## src/rtl/pad_event_ctrl.sv

```systemverilog
module pad_event_ctrl #(
  parameter int NUM_PADS = 24,
  parameter int ADDR_W   = 8
) (
  input  logic              clk,
  input  logic              rst_n,
  input  logic [NUM_PADS-1:0] pad_in,
  input  logic [NUM_PADS-1:0] host_own,
  input  logic [NUM_PADS-1:0] sysctl_route,
  input  logic              bus_we,
  input  logic [ADDR_W-1:0] bus_addr,
  input  logic [31:0]       bus_wdata,
  output logic [31:0]       bus_rdata,
  output logic              irq,
  output logic              wake
);
  localparam int CFG_BASE = 16;
  localparam logic [31:0] PAD_MASK =
    (NUM_PADS >= 32) ? 32'hFFFF_FFFF : ((32'd1 << NUM_PADS) - 32'd1);
  localparam logic [ADDR_W-1:0] A_STS  = ADDR_W'(0);
  localparam logic [ADDR_W-1:0] A_EN   = ADDR_W'(4);
  localparam logic [ADDR_W-1:0] A_WSTS = ADDR_W'(8);
  localparam logic [ADDR_W-1:0] A_WEN  = ADDR_W'(12);

  logic [NUM_PADS-1:0] sy1, sy2, sy3;
  logic [2:0]  cfg_q [NUM_PADS];
  logic [31:0] int_sts, int_en, wk_sts, wk_en;
  logic [31:0] evt, off_v, int_set, wk_set;
  logic [31:0] wmask;

  assign wmask = bus_wdata & PAD_MASK;

  always_ff @(posedge clk or negedge rst_n)
    if (!rst_n) begin
      sy1 <= '0; sy2 <= '0; sy3 <= '0;
    end else begin
      sy1 <= pad_in; sy2 <= sy1; sy3 <= sy2;
    end

  always_ff @(posedge clk or negedge rst_n)
    if (!rst_n) begin
      for (int i = 0; i < NUM_PADS; i++) cfg_q[i] <= 3'b010;
    end else if (bus_we) begin
      for (int i = 0; i < NUM_PADS; i++)
        if (bus_addr == ADDR_W'(CFG_BASE + 4 * i)) cfg_q[i] <= bus_wdata[2:0];
    end

  always_comb begin
    evt   = '0;
    off_v = '0;
    for (int i = 0; i < NUM_PADS; i++) begin
      logic rx, rp;
      rx = sy2[i] ^ cfg_q[i][2];
      rp = sy3[i] ^ cfg_q[i][2];
      case (cfg_q[i][1:0])
        2'd0:    evt[i] = rx;
        2'd1:    evt[i] = rx & ~rp;
        2'd3:    evt[i] = rx ^ rp;
        default: evt[i] = 1'b0;
      endcase
      off_v[i] = (cfg_q[i][1:0] == 2'd2);
    end
  end

  assign int_set = evt & 32'(host_own);
  assign wk_set  = evt;

  always_ff @(posedge clk or negedge rst_n)
    if (!rst_n) begin
      int_sts <= '0; int_en <= '0; wk_sts <= '0; wk_en <= '0;
    end else begin
      int_sts <= (int_sts & ~((bus_we && bus_addr == A_STS)  ? wmask : 32'd0)) | int_set;
      wk_sts  <= (wk_sts  & ~((bus_we && bus_addr == A_WSTS) ? wmask : 32'd0)) | wk_set;
      if (bus_we && bus_addr == A_EN)  int_en <= wmask;
      if (bus_we && bus_addr == A_WEN) wk_en  <= wmask;
    end

  assign irq  = |(int_sts & int_en);
  assign wake = |(wk_sts & wk_en & ~32'(sysctl_route));

  always_comb begin
    bus_rdata = '0;
    case (bus_addr)
      A_STS:   bus_rdata = int_sts;
      A_EN:    bus_rdata = int_en;
      A_WSTS:  bus_rdata = wk_sts;
      A_WEN:   bus_rdata = wk_en;
      default:
        for (int i = 0; i < NUM_PADS; i++)
          if (bus_addr == ADDR_W'(CFG_BASE + 4 * i)) bus_rdata = {29'd0, cfg_q[i]};
    endcase
  end

  // a newly set interrupt bit needs host ownership in the cycle before
  p_owned_only_r8: assert property (@(posedge clk) disable iff (!rst_n)
    ((int_sts & ~$past(int_sts) & ~$past(32'(host_own))) == 32'd0));

  // a pad in disabled mode never produces a new status bit
  p_disabled_quiet_r5: assert property (@(posedge clk) disable iff (!rst_n)
    ((int_sts & ~$past(int_sts) & $past(off_v)) == 32'd0));

  // bits written as one clear unless an event sets them in that cycle
  p_w1c_r6: assert property (@(posedge clk) disable iff (!rst_n)
    (bus_we && bus_addr == A_STS) |=>
      ((int_sts & $past(bus_wdata) & ~$past(int_set)) == 32'd0));

  // the interrupt can only drop after a bus write
  p_irq_drop_r7: assert property (@(posedge clk) disable iff (!rst_n)
    $fell(irq) |-> $past(bus_we));

  // bits beyond the last pad stay clear in every group register
  p_tail_clear_r10: assert property (@(posedge clk) disable iff (!rst_n)
    (((int_sts | int_en | wk_sts | wk_en) & ~PAD_MASK) == 32'd0));
endmodule

```

## config.mk

```make
export PLATFORM = sky130hd
export DESIGN_NAME = pad_event_ctrl
export DESIGN_NICKNAME = d
export VERILOG_FILES = /design/src/rtl/pad_event_ctrl.sv
export SDC_FILE = /design/constraint.sdc
export NUM_CORES = 1
export LEC_CHECK = 0
export BUFFER_PORTS_ARGS = -buffer_cell sky130_fd_sc_hd__buf_2
export CELL_PAD_IN_SITES_DETAIL_PLACEMENT = 1
export CELL_PAD_IN_SITES_GLOBAL_PLACEMENT = 1
export CORE_MARGIN = 3
export CORE_UTILIZATION = 47
export DETAILED_ROUTE_END_ITERATION = 10
export PLACE_DENSITY_LB_ADDON = 0.1
export SLEW_MARGIN = 20
export SYNTH_ARGS = -nofsm -noshare
export SYNTH_HDL_FRONTEND = slang
export SYNTH_SLANG_ARGS = --single-unit
```

## constraint.sdc

```tcl
create_clock -name clk -period 2.2 [get_ports clk]
set_input_delay 0.22 -clock clk [delete_from_list [all_inputs] [get_ports clk]]
set_output_delay 0.22 -clock clk [all_outputs]
set_load 0.1 [all_outputs]
```

==> metrics <==
dominant cells by area after synthesis dfrtp_1, mux2_2, nand2_1, dfstp_2, mux2i_1; share of power burned in combinational logic between 15 and 20%; Adder-Cell Fraction of Synth Area 2.599%; CTS tree done; WP buf/inv 1; asr flop ratio synth 100.0%; Yosys top cell area share 46.78%; failing checks negative setup slack; Flop pwr share between 40% and 50%; Fin. Hold Viols 0; #FFs+latches synth 240; Critical Path Slowest Stage Cell dfstp_2; Core Util, Final approximately 67%; global-route wire length before repair 65.94 mm; Post-Syn Instances 976; leakage 0.007443 uW; CTS Buf Count 25; CP arrival 2430 ps; Vias 10010; Internal ~7700 uW; post-synth cell types between 60 and 70; number of synthesized flops with an enable pin 0; CP startpoint kind flip-flop; xor and xnor area share after synthesis approximately 3.6%; Port-buffer cells 132; initial antenna violation count 0; normalized max-slew margin between 50% and 60%; Synth Flop Type dfrtp_1; Peak VDD IR 0.5040 mV; DP Wirelength 25.73 mm; share of layout cells above drive strength 1 41.64%; setup violators final 24; Fillers between 2000 and 2500; Area Growth Syn to Fin 38.98%; max incr delay on CP about 560 ps; Pins Over Slew Limit 0; hold crit path type in2reg; Clk Tree Root Cell clkbuf_16; TritonCTS Sinks 240; switching portion of total power 27.46%; max-cap violation count 0; Peak Freq 0.3775 GHz; Routed Antenna Nets 0; cell taking the most area after synthesis dfrtp_1; clock tree buffer depth 3; Inserted Diodes 0; Reg clk slew, reported paths 70 ps; row count 56; I/O Pins 149; nets 1425; power per cell area 657.8 mW/mm2; final WL 46.31 mm; Worst-Margin Slew 734.0 ps; synth warn 0; cell count after placement 1480; Total GRT Usage 32.46%; mean area per synthesized cell 11.84 um2; NetSw between 2000 and 3000 uW; total iterations of the first detailed-routing run 9; Setup Crit Path Kind reg2out; complex-gate fraction of the synthesized area approximately an eighth; register area share after synthesis 52.24%; Overflow after GRT 0; die footprint about 0.026 mm2; mux contribution to synthesized area 16.48%; crit-path leading delay family compound AO/OA/AOI/OAI gates; minimum clock period between 2000 and 3000 ps; combinational family with the most area after synthesis multiplexers; FF-to-FF setup slack 300 ps; final worst slack -449.1 ps; critical path peak fanout 4; Clk pwr share 39.5%; Routed WL per cell 28.53 um; Tot Pwr 10560 uW; required time of the critical path 1980 ps; simple-gate share of the synthesized area 10.41%; worst-path cell chain mux2i_1 > a2bb2oi_1 > o21ai_0 > a221oi_1 > a21o_2 > buf_12; clock skew around 14 ps; post-synthesis instance area 0.01155 mm2; Worst Setup End Kind primary output; worst skew pair latency 530 ps; pin count of the biggest net entering global routing 83; Die Height 162.8 um; H-tree depth 1; via/cell ratio ~6.2; Initial Util 48.50%; fin cells 1623; RSZ-0062 raised after global routing yes; routability cong. 0.8935; core footprint 0.02382 mm2; status finished, violations left; Horiz. Die Dim ~160 um; Iteration-0 DRC Markers around 1100; DRC errors left 0; vias in the first global route between 10000 and 15000; Period Utilization, post-route 120.4%
[synthesized netlist by cell type, types with 8 or more instances]
master and number:
a21o_1 25, a21oi_1 13, a222oi_1 21, a22o_1 27
a22oi_1 12, buf_2 12, buf_4 10, clkbuf_1 29
dfrtp_1 216, dfstp_2 24, ha_1 24, mux2_2 106
mux2_4 20, mux2i_1 32, nand2_1 172, nor2_1 17
nor4_1 8, o21ai_0 8, o22ai_1 40, xnor2_1 24
xor2_1 24
[final timing paths]
| path | endpoint | depth (start not counted) | startpoint |
|---|---|---|---|
| min | wk_en[3] | 2 | bus_wdata[3] |
| max reg2reg | int_sts[11] | 5 | cfg_q[38] |
| min in group asynchronous | int_en[8] | 2 | rst_n |
| max in group asynchronous | cfg_q[58] | 3 | rst_n |
| max | bus_rdata[1] | 6 | cfg_q[1] |
| min reg2reg | sy2[10] | 0 | sy1[10] |
[logic make-up after synthesis]
kind of cell    after synthesis
simple gates                257
buf+inv                      65
xor+xnor                     48
flops                       240
other cells                   1
fa+ha+maj                    24
mux                         162
compound gates              179
[timing repair]
| item | CTS | global route |
|---|---|---|
| hold endpoints to repair | 151 | 0 |
| gates cloned | 3 | 5 |
| resized for setup | 90 | 30 |
| buffers inserted | 13 | 15 |
| hold buffers | 68 | 0 |
| setup endpoints to repair | 26 | 26 |
| pin swaps | 37 | 40 |
[registers in the layout, indices dropped and copies added, names as in the netlist]
register,count
wk_en,24
int_en,24
int_sts,24
sy2,24
wk_sts,24
sy1,24
cfg_q,72
sy3,24
[power by group through the flow]
stage,clock network (uW),registers [uW],logic (uW)
2_1_floorplan,0,4790,757
3_3_place_gp,0,4830,1270
3_5_place_dp,0,4840,1310
4_1_cts,4180,4770,1470
5_1_grt,4420,4800,1700
6_report,4170,4780,1610
[area by class of cell]
type / instances / area (um2) / share of cell area (%)
sequential: 240 / 6043 / 37.64
tap: 319 / 399.1 / 2.486
clock inverter: 6 / 55.05 / 0.3429
inverter: 6 / 22.52 / 0.1403
clock buffer: 39 / 728.2 / 4.535
timing repair buffer: 335 / 3060 / 19.06
multi-input combinational: 678 / 5748 / 35.80
[layout by cell type (no fill, tap or decap), drive strengths merged, types with 7 or more instances in the layout]
master,netlist,layout
buf,30,260
dfrtp,216,216
nand2,173,173
mux2,126,126
dlygate4sd3,0,68
clkbuf,29,46
o22ai,40,40
mux2i,32,32
a22o,27,27
a21o,25,25
xnor2,24,24
xor2,24,24
ha,24,24
dfstp,24,24
a222oi,21,21
nor2,20,20
a21oi,13,13
a22oi,12,12
conb,1,8
o21ai,8,8
nor4,8,8
nand3,7,7
[layer usage]
metal  wire length, um  share of wire, %  global-route usage, %
met1             17130                37                  39.67
met2             22880                49                  56.18
met3              3721               8.0                  6.460
met4              2569               5.5                  13.57
met5                 0                 0                      0
[stage by stage]
stage | area (um2) | setup WS, ps | setup TNS (ps) | hold WS (ps)
CTS | 15820 | -414.0 | -1818 | 2.168
finish | 16060 | -449.1 | -1857 | 29.54
detailed placement | 13800 | -194.6 | -1636 | 268.7
global route | 16060 | -530.6 | -2800 | 17.62
global placement | 13800 | -167.2 | -1028 | 259.0
floorplan | 11810 | -654.1 | -1292 | -75.59
Note: power is estimated with default switching activity, not from simulation.
